==> src/rtl/ptick_pkg.sv <==
package ptick_pkg;
  localparam int PRE_W  = 15;  // shared prescaler width
  localparam int CODE_W = 4;   // period code width
  localparam int REG_W  = 8;   // register data width
  localparam int ADDR_W = 2;   // register address width
  localparam int CODE_LSB = 3; // interrupt code position in control register

  localparam logic [ADDR_W-1:0] A_CTRL = ADDR_W'(0);
  localparam logic [ADDR_W-1:0] A_IEN  = ADDR_W'(1);
  localparam logic [ADDR_W-1:0] A_FLAG = ADDR_W'(2);
  localparam logic [ADDR_W-1:0] A_EVT  = ADDR_W'(3);

  // configuration strobes from control to datapath
  typedef struct packed {
    logic              run;
    logic [CODE_W-1:0] intCode;
    logic [CODE_W-1:0] evtCode;
  } tapCfg_t;
endpackage

==> src/rtl/ptick_dp.sv <==
module ptick_dp
  import ptick_pkg::*;
#(
  parameter int EVT_LO = 5,
  parameter int EVT_HI = 12
) (
  input  logic             clk,
  input  logic             rstN,
  input  tapCfg_t          cfg,
  input  logic [PRE_W-1:0] preCount,
  output logic             intTick,
  output logic             evtPulse
);
  logic [PRE_W-1:0] prevCount;
  logic [PRE_W-1:0] rising;
  logic [PRE_W-1:0] intHit;
  logic [PRE_W-1:0] evtHit;

  always_ff @(posedge clk or negedge rstN) begin
    if (!rstN) prevCount <= '0;
    else       prevCount <= preCount;
  end

  // every bit compared against its own history, so the code may change freely
  assign rising = preCount & ~prevCount;

  for (genvar k = 0; k < PRE_W; k++) begin : g_tap
    assign intHit[k] = rising[k] && (cfg.intCode == CODE_W'(k));
    if (k >= EVT_LO && k <= EVT_HI) begin : g_evt
      assign evtHit[k] = rising[k] && (cfg.evtCode == CODE_W'(k));
    end else begin : g_noevt
      assign evtHit[k] = 1'b0;
    end
  end

  assign intTick = cfg.run && (cfg.intCode != '0) && (|intHit);

  always_ff @(posedge clk or negedge rstN) begin
    if (!rstN) evtPulse <= 1'b0;
    else       evtPulse <= cfg.run && (|evtHit);
  end

  // legal event periods are at least 64 counts, so pulses never abut
  a_r8_single_pulse: assert property (@(posedge clk) disable iff (!rstN)
    evtPulse |=> !evtPulse);
  a_r5_no_tick_stopped: assert property (@(posedge clk) disable iff (!rstN)
    !cfg.run |=> !evtPulse);
endmodule

==> src/rtl/ptick_regs.sv <==
module ptick_regs
  import ptick_pkg::*;
(
  input  logic              clk,
  input  logic              rstN,
  input  logic              regWrite,
  input  logic [ADDR_W-1:0] regAddr,
  input  logic [REG_W-1:0]  regWdata,
  input  logic              intTick,
  output tapCfg_t           cfg,
  output logic [REG_W-1:0]  regRdata,
  output logic              irq
);
  logic              runReg;
  logic [CODE_W-1:0] intCodeReg;
  logic [CODE_W-1:0] evtCodeReg;
  logic              ieReg;
  logic              flagReg;
  logic              clrFlag;
  logic              unusedWdata;

  assign clrFlag = regWrite && (regAddr == A_FLAG) && regWdata[0];
  assign unusedWdata = ^{regWdata[REG_W-1], regWdata[CODE_LSB-1:1]};

  always_ff @(posedge clk or negedge rstN) begin
    if (!rstN) begin
      runReg     <= 1'b0;
      intCodeReg <= '0;
      evtCodeReg <= '0;
      ieReg      <= 1'b0;
    end else if (regWrite) begin
      case (regAddr)
        A_CTRL: begin
          runReg     <= regWdata[0];
          intCodeReg <= regWdata[CODE_LSB +: CODE_W];
        end
        A_IEN:   ieReg      <= regWdata[0];
        A_EVT:   evtCodeReg <= regWdata[CODE_W-1:0];
        default: ;
      endcase
    end
  end

  // a new tick wins over a clear in the same cycle
  always_ff @(posedge clk or negedge rstN) begin
    if (!rstN)        flagReg <= 1'b0;
    else if (intTick) flagReg <= 1'b1;
    else if (clrFlag) flagReg <= 1'b0;
  end

  assign cfg.run     = runReg;
  assign cfg.intCode = intCodeReg;
  assign cfg.evtCode = evtCodeReg;
  assign irq         = flagReg && ieReg;

  always_comb begin
    regRdata = '0;
    case (regAddr)
      A_CTRL:  regRdata = {1'b0, intCodeReg, 2'b00, runReg};
      A_IEN:   regRdata[0] = ieReg;
      A_FLAG:  regRdata[0] = flagReg;
      A_EVT:   regRdata[CODE_W-1:0] = evtCodeReg;
      default: regRdata = '0;
    endcase
  end

  a_r3_flag_set: assert property (@(posedge clk) disable iff (!rstN)
    intTick |=> flagReg);
  a_r6_flag_clear: assert property (@(posedge clk) disable iff (!rstN)
    (clrFlag && !intTick) |=> !flagReg);
  a_r3_flag_hold: assert property (@(posedge clk) disable iff (!rstN)
    (!intTick && !clrFlag) |=> $stable(flagReg));
  a_r4_off_quiet: assert property (@(posedge clk) disable iff (!rstN)
    (intCodeReg == '0 || int'(intCodeReg) >= PRE_W) |-> !intTick);
endmodule

==> src/rtl/ptick_tap.sv <==
module ptick_tap
  import ptick_pkg::*;
#(
  parameter int EVT_LO = 5,
  parameter int EVT_HI = 12
) (
  input  logic              clk,
  input  logic              rstN,
  input  logic [PRE_W-1:0]  preCount,
  input  logic              regWrite,
  input  logic [ADDR_W-1:0] regAddr,
  input  logic [REG_W-1:0]  regWdata,
  output logic [REG_W-1:0]  regRdata,
  output logic              irq,
  output logic              evtPulse
);
  tapCfg_t cfg;
  logic    intTick;

  ptick_regs u_regs (
    .clk(clk), .rstN(rstN), .regWrite(regWrite), .regAddr(regAddr),
    .regWdata(regWdata), .intTick(intTick), .cfg(cfg),
    .regRdata(regRdata), .irq(irq)
  );

  ptick_dp #(.EVT_LO(EVT_LO), .EVT_HI(EVT_HI)) u_dp (
    .clk(clk), .rstN(rstN), .cfg(cfg), .preCount(preCount),
    .intTick(intTick), .evtPulse(evtPulse)
  );
endmodule

==> config.mk <==
export PLATFORM = sky130hd
export DESIGN_NAME = ptick_tap
export DESIGN_NICKNAME = d
export VERILOG_FILES = /design/src/rtl/ptick_pkg.sv /design/src/rtl/ptick_dp.sv /design/src/rtl/ptick_regs.sv /design/src/rtl/ptick_tap.sv
export SDC_FILE = /design/constraint.sdc
export NUM_CORES = 1
export LEC_CHECK = 0
export BUFFER_PORTS_ARGS = -buffer_cell sky130_fd_sc_hd__buf_2
export CAP_MARGIN = 20
export CORE_UTILIZATION = 37
export CTS_CLUSTER_SIZE = 24
export DETAILED_ROUTE_END_ITERATION = 10
export HOLD_SLACK_MARGIN = 0.03
export PLACE_DENSITY = 0.66
export SYNTH_ARGS = -nofsm -noshare
export SYNTH_HDL_FRONTEND = slang
export SYNTH_SLANG_ARGS = --single-unit
==> constraint.sdc <==
create_clock -name clk -period 2.8 [get_ports clk]
set_input_delay 0.56 -clock clk [delete_from_list [all_inputs] [get_ports clk]]
set_output_delay 0.56 -clock clk [all_outputs]
set_load 0.02 [all_outputs]
==> results of run 1 <==
## layout make-up
cell class              instances  area, sq um
clock buffers                   4         36.3
fillers                       336         1810
inverters                       7         26.3
multi-input cells              72          591
flip-flops and latches         26          651
well taps                      46         57.6
repair buffers                 34          170
## synthesized netlist by cell type, drive strengths merged, types with 2 or more instances
| cell type | count |
|---|---|
| nor3b | 2 |
| or4bb | 2 |
| a32oi | 3 |
| nand3b | 3 |
| dfrtp | 26 |
| clkbuf | 2 |
| nor3 | 2 |
| inv | 7 |
| and3b | 4 |
| ha | 5 |
| mux2 | 10 |
| and2 | 4 |
| nor2 | 2 |
| a211o | 2 |
| nor2b | 2 |
| or3b | 2 |
| nand2 | 8 |
## metrics by stage
stage / hold slack, ns / utilization, % / total power [mW] / setup WS (ns)
global route: 0.217 / 45.9 / 0.917 / 0.606
CTS: 0.218 / 45.9 / 0.869 / 0.638
global placement: 0.500 / 44.8 / 0.673 / 0.749
detailed placement: 0.511 / 44.8 / 0.679 / 0.648
finish: 0.201 / 45.9 / 0.860 / 0.633
floorplan: 0.264 / - / 0.598 / 0.933
## logic make-up after synthesis
kind of cell,share of synthesized area (%)
AOI/OAI and AO/OA,11.5
and+or+nand+nor,19.8
buffers and inverters,3.22
other,0.292
muxes,9.56
adders and majority gates,4.88
DFF,50.7
## power breakdown
part | total, mW | switching (mW) | internal (mW)
Combinational | 0.179 | 0.0893 | 0.0901
Sequential | 0.491 | 0.0704 | 0.421
Clock | 0.190 | 0.110 | 0.0796
## worst paths after layout
kind / startpoint / end
worst max-delay path: regAddr[0] / regRdata[0]
worst min-delay path: rstN / u_dp.prevCount[6]
worst max register to register: u_regs.intCodeReg[0] / u_regs.flagReg
worst min register to register: u_regs.ieReg / u_regs.ieReg
max in group asynchronous: rstN / u_dp.prevCount[10]
min in group clk: preCount[6] / u_dp.prevCount[6]
## worst max-delay path, cell delays in order
cell,delay [ns]
buf_2,0.11
inv_1,0.08
ha_1,0.22
a222oi_1,0.33
mux2i_1,0.13
buf_2,0.18
## registers in the layout, summed over array words and instances (netlist names)
name,count
u_regs.evtCodeReg,4
u_regs.intCodeReg,4
u_regs.flagReg,1
u_regs.ieReg,1
u_dp.prevCount,14
u_dp.evtPulse,1
u_regs.runReg,1
## routing by layer
layer / up-vias / track usage [%] / part of all wire (%)
met1: 493 / 22.8 / 48
met3: 5 / 5.54 / 5.0
met5: - / 0 / 0
met2: 26 / 23.5 / 46
li1: 478 / - / -
met4: 0 / 5.52 / 0.86
==> results.sh, run 1 <==
export IMPL_syn_area_sq_mm=0.00128
export IMPL_drt_pass1_iterations=4
export IMPL_synth_async_sr_flop_share_pct=100
export IMPL_area_delta_synth_final_pct=19.4
export IMPL_vias=1002
export IMPL_relSlewSlack_pct=62.1
export IMPL_crit_type="in2out"
export IMPL_final_common_cell="buf_2"
export IMPL_required_ns=2.24
export IMPL_tightest_slew_ns=0.568
export IMPL_place_congestion=0.764
export IMPL_grt_pass1_wl_um=4310
export IMPL_clockRootBuffer="clkbuf_4"
export IMPL_nNetsFinal=177
export IMPL_dpl_instance_area_sq_mm=0.00150
export IMPL_cts_htree_levels=1
export IMPL_routedWlPerCell_um=14.2
export IMPL_min_period_ns=2.17
export IMPL_ir_drop_mv=0.312
export IMPL_postCtsHoldBufs=0
export IMPL_die_w_um=60.9
export IMPL_fin_crit_sh_pct=77.4
export IMPL_fin_skew_ns=0.0122
export IMPL_cts_tree="yes"
export IMPL_postCtsSetupBuffers=0
export IMPL_setup_viol=0
export IMPL_cap_violations=0
export IMPL_ys_seq_elements=26
export IMPL_p_per_area_mw_per_mm2=562
export IMPL_hold_violations=0
export IMPL_synth_top_area_share_pct=50.7
export IMPL_ys_types=40
export IMPL_end_kind="primary output"
export IMPL_status="finished clean"
export IMPL_cts_sinks=26
export IMPL_total_leakage_power_nw=0.713
export IMPL_finalSetupTns_ns=0
export IMPL_timing_fmax_mhz=461
export IMPL_postRouteAntennaNets=0
export IMPL_synth_area_leader_cell="dfrtp_1"
export IMPL_synth_warnings=0
export IMPL_io_buffers=34
export IMPL_start_util_pct=38.4
export IMPL_synth_flop_cell="dfrtp_1"
export IMPL_syn_mean_instance_area_sq_um=11.9
export IMPL_ff2ff_setup_slack_ns=1.06
export IMPL_syn_inst=108
export IMPL_die_area_sq_mm=0.00371
export IMPL_coreArea_sq_mm=0.00334
export IMPL_synth_nets=141
export IMPL_grt_pass1_vias=919
export IMPL_synth_edf_count=0
export IMPL_r2r_cells=4
export IMPL_clk_pin_slew_ns=0.14
export IMPL_cts_buffers=3
export IMPL_synthTopCellsByArea="dfrtp_1 51%, mux2_1 6.1%, ha_1 4.9%"
export IMPL_cts_buffer_depth=2
export IMPL_grt_use_total_pct=16.3
export IMPL_cp_start_kind="input port"
export IMPL_maxSlewViolCount=0
export IMPL_row_count=21
export IMPL_fin_area_sq_mm=0.00153
export IMPL_ys_seq_area_share_pct=50.7
export IMPL_grt_remaining_overflow=0
export IMPL_final_cells=189
export IMPL_wirelength_um=2680
export IMPL_drive_above_1_share_pct=29.4
export IMPL_post_cts_resized=0
export IMPL_antenna_found_initial=0
export IMPL_clk_latency_ns=0.33
export IMPL_drt_initial_drc_count=42
export IMPL_drc=0
export IMPL_worstPathArrival_ns=1.61
export IMPL_mostFrequentLayoutCells="34 x buf_2, 26 x dfrtp_1, 8 x nand2_1, 7 x inv_1, 7 x mux2_1"
export IMPL_hold_path_class="in2async"
export IMPL_die_y_um=60.9
export IMPL_worst_path_max_fanout=3
export IMPL_grt_max_degree=27
export IMPL_rsz0062_at_grt="false"
export IMPL_routed_via_density=5.30
export IMPL_dp_cells=185
export IMPL_diodes=0
export IMPL_post_dp_hpwl_um=2000
export IMPL_io_pin_count=38
Power figures use the tool's default switching activity.
==> run 2: changes to the inputs <==
--- a/config.mk
+++ b/config.mk
@@ -5,13 +5,14 @@
 export SDC_FILE = /design/constraint.sdc
 export NUM_CORES = 1
 export LEC_CHECK = 0
+export ABC_AREA = 1
 export BUFFER_PORTS_ARGS = -buffer_cell sky130_fd_sc_hd__buf_2
 export CAP_MARGIN = 20
 export CORE_UTILIZATION = 37
 export CTS_CLUSTER_SIZE = 24
 export DETAILED_ROUTE_END_ITERATION = 10
 export HOLD_SLACK_MARGIN = 0.03
-export PLACE_DENSITY = 0.66
+export PLACE_DENSITY = 0.68
 export SYNTH_ARGS = -nofsm -noshare
 export SYNTH_HDL_FRONTEND = slang
 export SYNTH_SLANG_ARGS = --single-unit
==> constraint.sdc (replaced) <==
create_clock -name clk -period 1.8 [get_ports clk]
set_input_delay 0.36 -clock clk [delete_from_list [all_inputs] [get_ports clk]]
set_output_delay 0.36 -clock clk [all_outputs]
set_load 0.02 [all_outputs]
==> run 2 against run 1 <==
- total power increased by 62%
- critical path depth down 1
- via count up 20%
- register-to-register slack got worse by 0.58 ns
- die area up 6.1%
- clock-buffer cell count decreased by 1
- worst setup slack worse by 0.42 ns
- first-iteration DRC count grew 95%
- critical endpoint is now regRdata[2]
- clock skew fell by 0.0083 ns
- global-route usage is 0.83 points lower
==> results.sh, run 2 <==
export IMPL_total_leakage_power_nw=0.966
export IMPL_regMostFlops="u_dp.prevCount"
export IMPL_grt_remaining_overflow=0
export IMPL_dp_cells=262
export IMPL_synthTopCellsByArea="dfrtp_1 50%, nand2_1 14%, inv_1 9.9%"
export IMPL_routedWlPerCell_um=10.4
export IMPL_final_core_util_pct=47.5
export IMPL_cts_tree="yes"
export IMPL_relSlewSlack_pct=59.2
export IMPL_reg_top3="u_dp.prevCount: 15 flops, u_regs.evtCodeReg: 4 flops, u_regs.intCodeReg: 4 flops"
export IMPL_io_pin_count=38
export IMPL_die_w_um=62.7
export IMPL_synth_area_leader_cell="dfrtp_1"
export IMPL_p_per_area_mw_per_mm2=851
export IMPL_cts_buffers=3
export IMPL_path_cells="buf_2 > inv_1 > ha_1 > nor3_1 > buf_2"
export IMPL_finalSetupTns_ns=0
export IMPL_postCtsHoldBufs=0
export IMPL_vias=1201
export IMPL_power_frac_comb_pct=22.5
export IMPL_synth_nets=215
export IMPL_cts_sinks=27
export IMPL_wirelength_um=2780
export IMPL_postRouteAntennaNets=0
export IMPL_fin_crit_sh_pct=88.4
export IMPL_synth_edf_count=0
export IMPL_clkPwrFrac_pct=25.3
export IMPL_post_dp_hpwl_um=2180
export IMPL_hold_path_class="in2async"
export IMPL_grt_max_degree=28
export IMPL_internal_power_mw=0.939
export IMPL_routed_via_density=4.52
export IMPL_whs_ns=0.0812
export IMPL_clk_latency_ns=0.28
export IMPL_coreArea_sq_mm=0.00344
export IMPL_ys_types=16
export IMPL_hold_violations=0
export IMPL_end_kind="primary output"
export IMPL_row_count=21
export IMPL_ir_drop_mv=0.459
export IMPL_final_common_cell="nand2_1"
export IMPL_ff2ff_setup_slack_ns=0.48
export IMPL_r2r_start="u_regs.intCodeReg[0]"
export IMPL_mostFrequentLayoutCells="51 x nand2_1, 36 x inv_1, 35 x buf_2, 27 x dfrtp_1, 25 x nor2_1"
export IMPL_die_area_sq_mm=0.00393
export IMPL_io_buffers=35
export IMPL_seqPwrFrac_pct=52.2
export IMPL_syn_area_sq_mm=0.00136
export IMPL_multiInputGateArea_sq_um=546
export IMPL_power_mw=1.39
export IMPL_r2r_cells=9
export IMPL_timing_fmax_mhz=628
export IMPL_drive_above_1_share_pct=19.1
export IMPL_postCtsSetupBuffers=0
export IMPL_grt_pass1_vias=1127
export IMPL_seq_area_sq_um=676
export IMPL_cts_htree_levels=1
export IMPL_maxSlewViolCount=0
export IMPL_status="finished clean"
export IMPL_nNetsFinal=254
export IMPL_die_y_um=62.7
export IMPL_synth_common_cells="51 x nand2_1, 36 x inv_1, 27 x dfrtp_1"
export IMPL_ys_seq_area_share_pct=49.5
export IMPL_crit_type="in2out"
export IMPL_rsz0062_at_grt="false"
export IMPL_largest_reg_flops=15
export IMPL_syn_mean_instance_area_sq_um=7.49
export IMPL_diodes=0
export IMPL_r2r_end="u_regs.flagReg"
export IMPL_antenna_found_initial=0
export IMPL_tightest_slew_ns=0.612
export IMPL_drt_pass1_iterations=4
export IMPL_slowest_delay_ns=0.33
export IMPL_synth_flop_cell="dfrtp_1"
export IMPL_min_period_ns=1.59
export IMPL_worst_path_max_fanout=3
export IMPL_synth_warnings=0
export IMPL_final_cells=266
export IMPL_syn_inst=182
export IMPL_cts_buffer_depth=2
export IMPL_area_delta_synth_final_pct=19.9
export IMPL_worst_path_max_delay_cell="ha_1"
export IMPL_ys_seq_elements=27
export IMPL_setup_viol=0
export IMPL_clk_pin_slew_ns=0.09
export IMPL_fillers=384
export IMPL_start_util_pct=39.6
export IMPL_synth_top_area_share_pct=49.5
export IMPL_required_ns=1.44
export IMPL_fin_skew_ns=0.00389
export IMPL_drt_initial_drc_count=82
export IMPL_place_congestion=0.795
export IMPL_cap_violations=0
export IMPL_critPathTopFamily="buffers and inverters"
export IMPL_crit_buf_inv=3
export IMPL_cp_start_kind="input port"
export IMPL_netSwitchingFraction_pct=32.5
export IMPL_cp_common_cell="buf_2"
export IMPL_post_cts_resized=0
export IMPL_synth_async_sr_flop_share_pct=100
export IMPL_worstPathArrival_ns=1.23
export IMPL_power_switching_mw=0.453
export IMPL_grt_pass1_wl_um=4820
export IMPL_clockRootBuffer="clkbuf_8"
export IMPL_drc=0
export IMPL_yosysMostFrequentCell="nand2_1"
export IMPL_grt_use_total_pct=15.5
export IMPL_crit_start="regAddr[0]"
==> run 2: worst max-delay path by stage <==
stage	to	cells past startpoint
floorplan	regRdata[1]	3
global placement	regRdata[1]	5
detailed placement	regRdata[2]	5
CTS	regRdata[2]	5
global route	regRdata[2]	5
finish	regRdata[2]	5
==> run 2: kinds of logic after synthesis <==
family	count (synthesis)	share of synthesized area (%)
buf+inv	37	10.5
compound gates	16	6.33
simple gates	96	28.8
other cells	1	0.275
fa+ha+maj	5	4.59
flops	27	49.5
==> run 2: power by group through the flow <==
stage	registers (mW)	clock network, mW	logic (mW)
2_1_floorplan	0.727	0	0.207
3_3_place_gp	0.736	0	0.310
3_5_place_dp	0.737	0	0.317
4_1_cts	0.726	0.365	0.317
5_1_grt	0.739	0.381	0.360
6_report	0.727	0.352	0.313
==> run 2: area by class of cell <==
cell class | instances | share of cell area (%)
repair buffers | 35 | 10.7
clock inverters | 1 | 0.306
well taps | 46 | 3.52
multi-input cells | 118 | 33.4
inverters | 36 | 8.26
flip-flops and latches | 27 | 41.3
clock buffers | 3 | 2.52
==> run 2: stage by stage <==
stage	setup slack [ns]	cell area (sq um)
after floorplan	0.203	1360
after global placement	0.203	1590
after detailed placement	0.202	1590
after CTS	0.195	1640
after global routing	0.141	1640
final	0.208	1640
==> run 2: layer usage <==
metal	track usage, %	routed length [um]	part of all wire, %
met5	0	0	0
met4	4.36	16	0.58
met3	4.01	121	4.4
met2	24.9	1260	46
met1	20.4	1370	50
